File: src/rtl/slow_rtc_pkg.sv
package slow_rtc_pkg;
  parameter int DATA_W   = 32;
  parameter int SEC_W    = DATA_W;
  parameter int FRAC_W   = 15;
  parameter int FRAC_LSB = DATA_W - FRAC_W;
  parameter int ADDR_W   = 3;
  parameter int NUM_REGS = 2 ** ADDR_W;
  parameter logic [DATA_W-1:0] GLITCH_KEY = 32'h4173_6166;

  // word indexes
  parameter int A_SEC = 0, A_FRAC = 1, A_ALARM = 2, A_MONO = 3;
  parameter int A_CTRL = 4, A_STAT = 5, A_GLITCH = 6, A_GP = 7;

  // control bits
  parameter int CB_SWRST = 0, CB_RUN = 3, CB_WAKE = 4, CB_AIE = 7;
  parameter int CB_LOCK = 8, CB_NSA = 11, CB_NVX = 14, CB_INX = 15;
  parameter logic [DATA_W-1:0] CTRL_MASK =
    (DATA_W'(1) << CB_RUN) | (DATA_W'(1) << CB_WAKE) | (DATA_W'(1) << CB_AIE) |
    (DATA_W'(1) << CB_LOCK) | (DATA_W'(1) << CB_NSA) | (DATA_W'(1) << CB_NVX) |
    (DATA_W'(1) << CB_INX);

  // status bits
  parameter int SB_PGD = 1, SB_ALM = 3, SB_ROLL = 5, SB_STLO = 12, SB_NVX = 14, SB_INX = 15;

  typedef enum logic [1:0] {
    LC_INIT     = 2'b00,
    LC_NONVALID = 2'b01,
    LC_VALID    = 2'b10
  } lifeState_t;

  typedef struct packed {
    logic              secWr;
    logic              fracWr;
    logic              alarmWr;
    logic              countEn;
    logic              swReset;
    logic [DATA_W-1:0] data;
  } dpCmd_t;
endpackage

File: src/rtl/slow_rtc_datapath.sv
module slow_rtc_datapath
  import slow_rtc_pkg::*;
(
  input  logic              clk,
  input  logic              rstN,
  input  dpCmd_t            cmd,
  output logic [SEC_W-1:0]  secCnt,
  output logic [FRAC_W-1:0] fracCnt,
  output logic [SEC_W-1:0]  alarmVal,
  output logic              matchRise,
  output logic              rollPulse
);
  localparam logic [FRAC_W-1:0] FRAC_MAX = {FRAC_W{1'b1}};

  logic matchPrev;
  logic matchNow;
  logic fracWrap;

  assign fracWrap  = cmd.countEn && !cmd.fracWr && (fracCnt == FRAC_MAX);
  assign rollPulse = fracWrap && !cmd.secWr && (&secCnt);
  assign matchNow  = (secCnt == alarmVal);
  assign matchRise = matchNow && !matchPrev;

  always_ff @(posedge clk or negedge rstN) begin
    if (!rstN) begin
      secCnt    <= '0;
      fracCnt   <= '0;
      alarmVal  <= '0;
      matchPrev <= 1'b1;
    end else if (cmd.swReset) begin
      secCnt    <= '0;
      fracCnt   <= '0;
      alarmVal  <= '0;
      matchPrev <= 1'b1;
    end else begin
      if (cmd.fracWr)       fracCnt <= cmd.data[DATA_W-1:FRAC_LSB];
      else if (cmd.countEn) fracCnt <= fracCnt + 1'b1;

      if (cmd.secWr)        secCnt <= cmd.data[SEC_W-1:0];
      else if (fracWrap)    secCnt <= secCnt + 1'b1;

      if (cmd.alarmWr)      alarmVal <= cmd.data[SEC_W-1:0];

      matchPrev <= matchNow;
    end
  end


  frac_hold_chk: assert property (@(posedge clk) disable iff (!rstN)
    (!cmd.countEn && !cmd.fracWr && !cmd.swReset) |=> $stable(fracCnt));


  sec_step_chk: assert property (@(posedge clk) disable iff (!rstN)
    (cmd.countEn && !cmd.fracWr && !cmd.secWr && !cmd.swReset && fracCnt == FRAC_MAX)
      |=> (secCnt == $past(secCnt) + 1'b1) && (fracCnt == '0));
endmodule

File: src/rtl/slow_rtc_control.sv
module slow_rtc_control
  import slow_rtc_pkg::*;
(
  input  logic              clk,
  input  logic              rstN,
  input  logic              tick,
  input  logic              wrEn,
  input  logic [ADDR_W-1:0] addr,
  input  logic [DATA_W-1:0] wrData,
  input  logic [SEC_W-1:0]  secCnt,
  input  logic [FRAC_W-1:0] fracCnt,
  input  logic [SEC_W-1:0]  alarmVal,
  input  logic              matchRise,
  input  logic              rollPulse,
  output dpCmd_t            cmd,
  output logic [DATA_W-1:0] rdData,
  output logic              irq,
  output logic              wakeOut
);
  logic [DATA_W-1:0]   ctrlReg;
  logic [DATA_W-1:0]   glitchReg;
  logic [DATA_W-1:0]   gpReg;
  logic [DATA_W-1:0]   monoCnt;
  lifeState_t          lifeState;
  logic                alarmFlag, rollFlag, nvxFlag, inxFlag;
  logic [NUM_REGS-1:0] wrSel;
  logic                glitchOk;
  logic                ctrlWrite;
  logic                swRst;
  logic [DATA_W-1:0]   statusWord;

  always_comb begin
    wrSel = '0;
    if (wrEn) wrSel[addr] = 1'b1;
  end

  assign glitchOk  = (glitchReg == GLITCH_KEY);
  assign ctrlWrite = wrSel[A_CTRL];
  assign swRst     = ctrlWrite && wrData[CB_SWRST];

  always_comb begin
    cmd.secWr   = wrSel[A_SEC]  && !ctrlReg[CB_LOCK];
    cmd.fracWr  = wrSel[A_FRAC] && !ctrlReg[CB_LOCK];
    cmd.alarmWr = wrSel[A_ALARM];
    cmd.countEn = tick && (lifeState == LC_VALID) && ctrlReg[CB_RUN];
    cmd.swReset = swRst;
    cmd.data    = wrData;
  end

  always_ff @(posedge clk or negedge rstN) begin
    if (!rstN) begin
      ctrlReg   <= '0;
      glitchReg <= '0;
      gpReg     <= '0;
      monoCnt   <= '0;
      lifeState <= LC_INIT;
      alarmFlag <= 1'b0;
      rollFlag  <= 1'b0;
      nvxFlag   <= 1'b0;
      inxFlag   <= 1'b0;
    end else begin
      if (wrSel[A_GLITCH]) glitchReg <= wrData;
      if (wrSel[A_GP])     gpReg     <= wrData;
      if (wrSel[A_MONO])   monoCnt   <= monoCnt + 1'b1;

      if (swRst) begin
        ctrlReg   <= '0;
        lifeState <= LC_INIT;
        alarmFlag <= 1'b0;
        rollFlag  <= 1'b0;
        nvxFlag   <= 1'b0;
        inxFlag   <= 1'b0;
      end else begin
        if (ctrlWrite) begin
          ctrlReg <= wrData & CTRL_MASK;
          case (lifeState)
            LC_INIT:
              if (wrData[CB_INX] && wrData[CB_NSA] && glitchOk) begin
                lifeState <= LC_NONVALID;
                inxFlag   <= 1'b1;
              end
            LC_NONVALID:
              if (wrData[CB_INX] && wrData[CB_NVX] && wrData[CB_RUN]) begin
                lifeState <= LC_VALID;
                nvxFlag   <= 1'b1;
              end
            default: ;
          endcase
        end
        if (wrSel[A_STAT]) begin
          if (wrData[SB_ALM])  alarmFlag <= 1'b0;
          if (wrData[SB_ROLL]) rollFlag  <= 1'b0;
          if (wrData[SB_NVX])  nvxFlag   <= 1'b0;
          if (wrData[SB_INX])  inxFlag   <= 1'b0;
        end
        if (matchRise) alarmFlag <= 1'b1;
        if (rollPulse) rollFlag  <= 1'b1;
      end
    end
  end

  always_comb begin
    statusWord              = '0;
    statusWord[SB_PGD]      = !glitchOk;
    statusWord[SB_ALM]      = alarmFlag;
    statusWord[SB_ROLL]     = rollFlag;
    statusWord[SB_STLO+:2]  = lifeState;
    statusWord[SB_NVX]      = nvxFlag;
    statusWord[SB_INX]      = inxFlag;
  end

  always_comb begin
    case (addr)
      ADDR_W'(A_SEC):    rdData = secCnt;
      ADDR_W'(A_FRAC):   rdData = {fracCnt, {FRAC_LSB{1'b0}}};
      ADDR_W'(A_ALARM):  rdData = alarmVal;
      ADDR_W'(A_MONO):   rdData = monoCnt;
      ADDR_W'(A_CTRL):   rdData = ctrlReg;
      ADDR_W'(A_STAT):   rdData = statusWord;
      ADDR_W'(A_GLITCH): rdData = glitchReg;
      default:           rdData = gpReg;
    endcase
  end

  assign irq     = alarmFlag && ctrlReg[CB_AIE];
  assign wakeOut = alarmFlag && ctrlReg[CB_WAKE];


  init_exit_chk: assert property (@(posedge clk) disable iff (!rstN)
    ($past(lifeState) == LC_INIT && lifeState == LC_NONVALID) |-> $past(glitchOk));


  valid_entry_chk: assert property (@(posedge clk) disable iff (!rstN)
    (lifeState == LC_VALID && $past(lifeState) != LC_VALID) |-> ($past(lifeState) == LC_NONVALID));


  alarm_rise_chk: assert property (@(posedge clk) disable iff (!rstN)
    $rose(alarmFlag) |-> $past(matchRise));


  swreset_chk: assert property (@(posedge clk) disable iff (!rstN)
    cmd.swReset |=> (lifeState == LC_INIT) && !alarmFlag && (ctrlReg == '0));
endmodule

File: src/rtl/slow_rtc_core.sv
module slow_rtc_core
  import slow_rtc_pkg::*;
(
  input  logic              clk,
  input  logic              rstN,
  input  logic              tick,
  input  logic              wrEn,
  input  logic [ADDR_W-1:0] addr,
  input  logic [DATA_W-1:0] wrData,
  output logic [DATA_W-1:0] rdData,
  output logic              irq,
  output logic              wakeOut
);
  dpCmd_t            cmd;
  logic [SEC_W-1:0]  secCnt;
  logic [FRAC_W-1:0] fracCnt;
  logic [SEC_W-1:0]  alarmVal;
  logic              matchRise;
  logic              rollPulse;

  slow_rtc_control u_ctrl (
    .clk(clk), .rstN(rstN), .tick(tick), .wrEn(wrEn), .addr(addr), .wrData(wrData),
    .secCnt(secCnt), .fracCnt(fracCnt), .alarmVal(alarmVal),
    .matchRise(matchRise), .rollPulse(rollPulse),
    .cmd(cmd), .rdData(rdData), .irq(irq), .wakeOut(wakeOut)
  );

  slow_rtc_datapath u_dp (
    .clk(clk), .rstN(rstN), .cmd(cmd),
    .secCnt(secCnt), .fracCnt(fracCnt), .alarmVal(alarmVal),
    .matchRise(matchRise), .rollPulse(rollPulse)
  );
endmodule

File: config.mk
export PLATFORM = sky130hd
export DESIGN_NAME = slow_rtc_core
export DESIGN_NICKNAME = d
export VERILOG_FILES = /design/src/rtl/slow_rtc_pkg.sv /design/src/rtl/slow_rtc_datapath.sv /design/src/rtl/slow_rtc_control.sv /design/src/rtl/slow_rtc_core.sv
export SDC_FILE = /design/constraint.sdc
export NUM_CORES = 1
export LEC_CHECK = 0
export BUFFER_PORTS_ARGS = -buffer_cell sky130_fd_sc_hd__buf_2
export CORE_ASPECT_RATIO = 0.5
export CORE_UTILIZATION = 40
export DETAILED_ROUTE_END_ITERATION = 6
export GPL_ROUTABILITY_DRIVEN = 0
export HOLD_SLACK_MARGIN = 0.12
export PLACE_DENSITY = 0.55
export SYNTH_ARGS = -nofsm -noshare
export SYNTH_HDL_FRONTEND = slang
export SYNTH_SLANG_ARGS = --single-unit
File: constraint.sdc
create_clock -name clk -period 2.8 [get_ports clk]
set_input_delay 0.56 -clock clk [delete_from_list [all_inputs] [get_ports clk]]
set_output_delay 0.56 -clock clk [all_outputs]
set_load 0.005 [all_outputs]
==> flow_summary.json <==
{
  "status": "finished with violations",
  "failed_checks": "negative setup slack",
  "regArea_sq_um": 4733,
  "cpLargestDelayFamily": "simple AND/OR/NAND/NOR gates",
  "syn-num-nets": 1129,
  "pwr-share-seq_pct": 47.5,
  "die_area_sq_um": 26950,
  "portBuffers": 72,
  "n_antenna_cell": 0,
  "path_clk_slew_ps": 70,
  "ys_seq_area_share_pct": 45.03,
  "reg2reg_slack_ps": 150,
  "synth_edf_count": 0,
  "drv_cap": 0,
  "path_cells": "nor4bb_4 > buf_4 > nand4_1 > nor4_2 > nor3_1 > a31oi_1 > o21ai_1 > buf_2",
  "nets": 1209,
  "routed_wl_um": 35810,
  "powerDensity_nw_per_um2": 670.9,
  "pin_count": 73,
  "avgRoutedWirePerCell_um": 23.50,
  "r2r_cells": 15,
  "antenna_left": 0,
  "r2r-end": "u_ctrl.inxFlag",
  "comb_power_share_pct": 21.7,
  "rsz0062_at_grt": "true",
  "vias": 8928,
  "finClkSkew_ps": 10.34,
  "postSynthCellCount": 1087,
  "timing.critical_path.arrival_ps": 2270,
  "path_max_fanout": 3,
  "clock_sinks": 189,
  "drt_iter0_drc": 864,
  "grt_pass1_vias": 8660,
  "drc": 0,
  "period_needed_ps": 2835,
  "maxSlewViolCount": 0,
  "dp_hpwl_um": 26380,
  "start_util_pct": 41.20,
  "final_util_pct": 47.95,
  "areaGrowthSynthToFinish_pct": 16.38,
  "whs_ps": 127.4,
  "rows": 41,
  "fillers": 2425,
  "setup_violations": 1,
  "hold_viol": 0,
  "p_int_mw": 5.418,
  "htreeDepth": 4,
  "die_x_um": 231.2,
  "synth-seq-cells": 189,
  "cp_slowest_cell": "dfrtp_1",
  "p_sw_mw": 2.783,
  "finalCritPeriodShare_pct": 101.2,
  "clockPowerShare_pct": 30.8,
  "relSlewSlack_pct": 54.63,
  "clkLatencyLatePin_ps": 460,
  "end_kind": "output port",
  "multi_input_area_sq_um": 5475,
  "dp_cells": 1483,
  "synthArstFlopShare_pct": 100.0,
  "ys_types": 55,
  "cp_num_cells": 8,
  "start_kind": "flip-flop",
  "gr-total-overflow": 0,
  "fp.coreArea_sq_um": 25500,
  "critPathBufInv": 2,
  "drive_gt1_share_pct": 22.97,
  "dr.pass1.iters": 5,
  "grt_max_degree": 78,
  "cts-root-buf": "clkbuf_16",
  "cts_made_buffers": 17,
  "switching_share_pct": 33.94,
  "yosys_warnings": 0,
  "cp-startpoint": "u_ctrl.glitchReg[23]",
  "fmax_ghz": 0.3528,
  "leakage_nw": 5.269,
  "worstMarginPinSlew_ps": 680.6,
  "crit_end": "rdData[1]",
  "die_height_um": 116.6,
  "grt_antenna_before_repair": 0,
  "finalNonFillerCells": 1524,
  "grt_pass1_wl_um": 54230,
  "grtUsageTotal_pct": 27.59,
  "synth_flop_cell": "dfrtp_1",
  "drt-vias-per-instance": 5.858,
  "hp-class": "in2async",
  "layout_setup_ws_ps": -34.71,
  "syn-cell-area_sq_um": 10510,
  "crit_type": "reg2out",
  "cts_tree": "built",
  "cp.required_ps": 2240,
  "critical-path-max-stage-delay_ps": 420,
  "avgSynthCellArea_sq_um": 9.664,
  "clk_path_buf_depth": 2,
  "timing.rr.start": "u_ctrl.glitchReg[23]",
  "ir_drop_v": 0.0005160
}
-- cells in the mapped netlist, types with 6 or more instances --
cell | number | area share [%]
dfrtp_1 | 188 | 45
nand2_1 | 163 | 5.8
a21oi_1 | 86 | 4.1
mux2_2 | 75 | 8.0
o21ai_0 | 73 | 3.5
xnor2_1 | 72 | 6.0
nor2_1 | 66 | 2.4
clkbuf_1 | 49 | 1.8
nand4_1 | 37 | 2.2
nand3_1 | 35 | 1.7
xor2_1 | 35 | 2.9
mux2i_1 | 30 | 2.9
a22oi_1 | 19 | 1.4
and3_1 | 19 | 1.1
a211oi_1 | 12 | 0.86
buf_1 | 11 | 0.39
and2_1 | 9 | 0.54
inv_1 | 9 | 0.32
o22ai_1 | 8 | 0.48
mux4_2 | 7 | 1.5
nand3b_1 | 7 | 0.50
and4_1 | 6 | 0.50
nor3_1 | 6 | 0.29
nor4_1 | 6 | 0.36
-- worst min-delay path by stage --
stage | cells after the start | slack (ps) | from | endpoint
finish | 1 | 130 | rstN | u_ctrl.gpReg[0]
global route | 1 | 180 | rstN | u_ctrl.gpReg[11]
CTS | 1 | 160 | rstN | u_ctrl.monoCnt[0]
detailed placement | 2 | 460 | u_ctrl.ctrlReg[15] | u_ctrl.ctrlReg[15]
global placement | 2 | 450 | u_ctrl.ctrlReg[14] | u_ctrl.ctrlReg[14]
floorplan | 0 | 260 | rstN | u_ctrl.alarmFlag
-- metrics by stage --
step	worst slack [ps]	TNS, ps	power [mW]	instance area (sq um)
finish	-34.71	-34.71	8.202	12230
detailed placement	284.1	0	5.664	11520
global route	-114.8	-114.8	8.562	12230
CTS	-75.22	-75.22	8.185	12200
global placement	287.6	0	5.633	11520
floorplan	388.6	0	4.831	10510
-- state kept, by name (all words and copies together) (netlist names), 2 cells and up --
| signal | cells |
|---|---|
| u_ctrl.glitchReg | 32 |
| u_dp.fracCnt | 15 |
| u_dp.secCnt | 32 |
| u_ctrl.ctrlReg | 7 |
| u_ctrl.lifeState | 2 |
| u_ctrl.monoCnt | 32 |
| u_dp.alarmVal | 32 |
| u_ctrl.gpReg | 32 |
-- routing by layer --
| layer | track usage (%) | part of all wire [%] |
|---|---|---|
| met1 | 39.22 | 46 |
| met5 | 0 | 0 |
| met4 | 8.653 | 2.6 |
| met2 | 40.70 | 42 |
| met3 | 7.666 | 8.9 |
-- cells in the final DEF (no fill, tap or decap), drive strengths merged, types with 19 or more instances in the layout --
cell and instances:
xnor2 72, nor2 66, dfrtp 188, nand4 38
and3 20, a22oi 19, o21ai 73, nand3 35
buf 131, xor2 35, nand2 163, mux2i 30
a21oi 86, mux2 75
-- power by group through the flow --
stage	registers [mW]	logic, mW	clock network, mW
CTS	3.88	1.76	2.54
finish	3.90	1.78	2.52
global placement	3.92	1.72	0
floorplan	3.63	1.21	0
global route	3.95	1.94	2.67
detailed placement	3.93	1.74	0
-- cells by family (layout without fill, tap and decap cells) --
logic type      after synthesis  count (layout)  share of synthesized area, %
compound gates              218             218                         11.89
fa+ha+maj                     3               3                        0.3574
mux                         112             112                         12.40
xor+xnor                    107             107                         8.921
buf+inv                      81             174                         3.418
simple gates                377             377                         17.98
flops                       189             189                         45.03
-- cell type report --
cell class | instances | share of cell area, %
clock inverter | 15 | 1.361
sequential | 189 | 38.72
inverter | 10 | 0.3070
clock buffer | 17 | 3.480
tap | 344 | 3.521
timing repair buffer | 132 | 7.829
multi-input combinational | 817 | 44.79
-- repair_timing --
item	in CTS	in global routing
setup endpoints to repair	1	2
buffers inserted	10	0
resized for setup	5	5
pin swaps	2	3
hold buffers	0	0
Power figures use the tool's default switching activity.
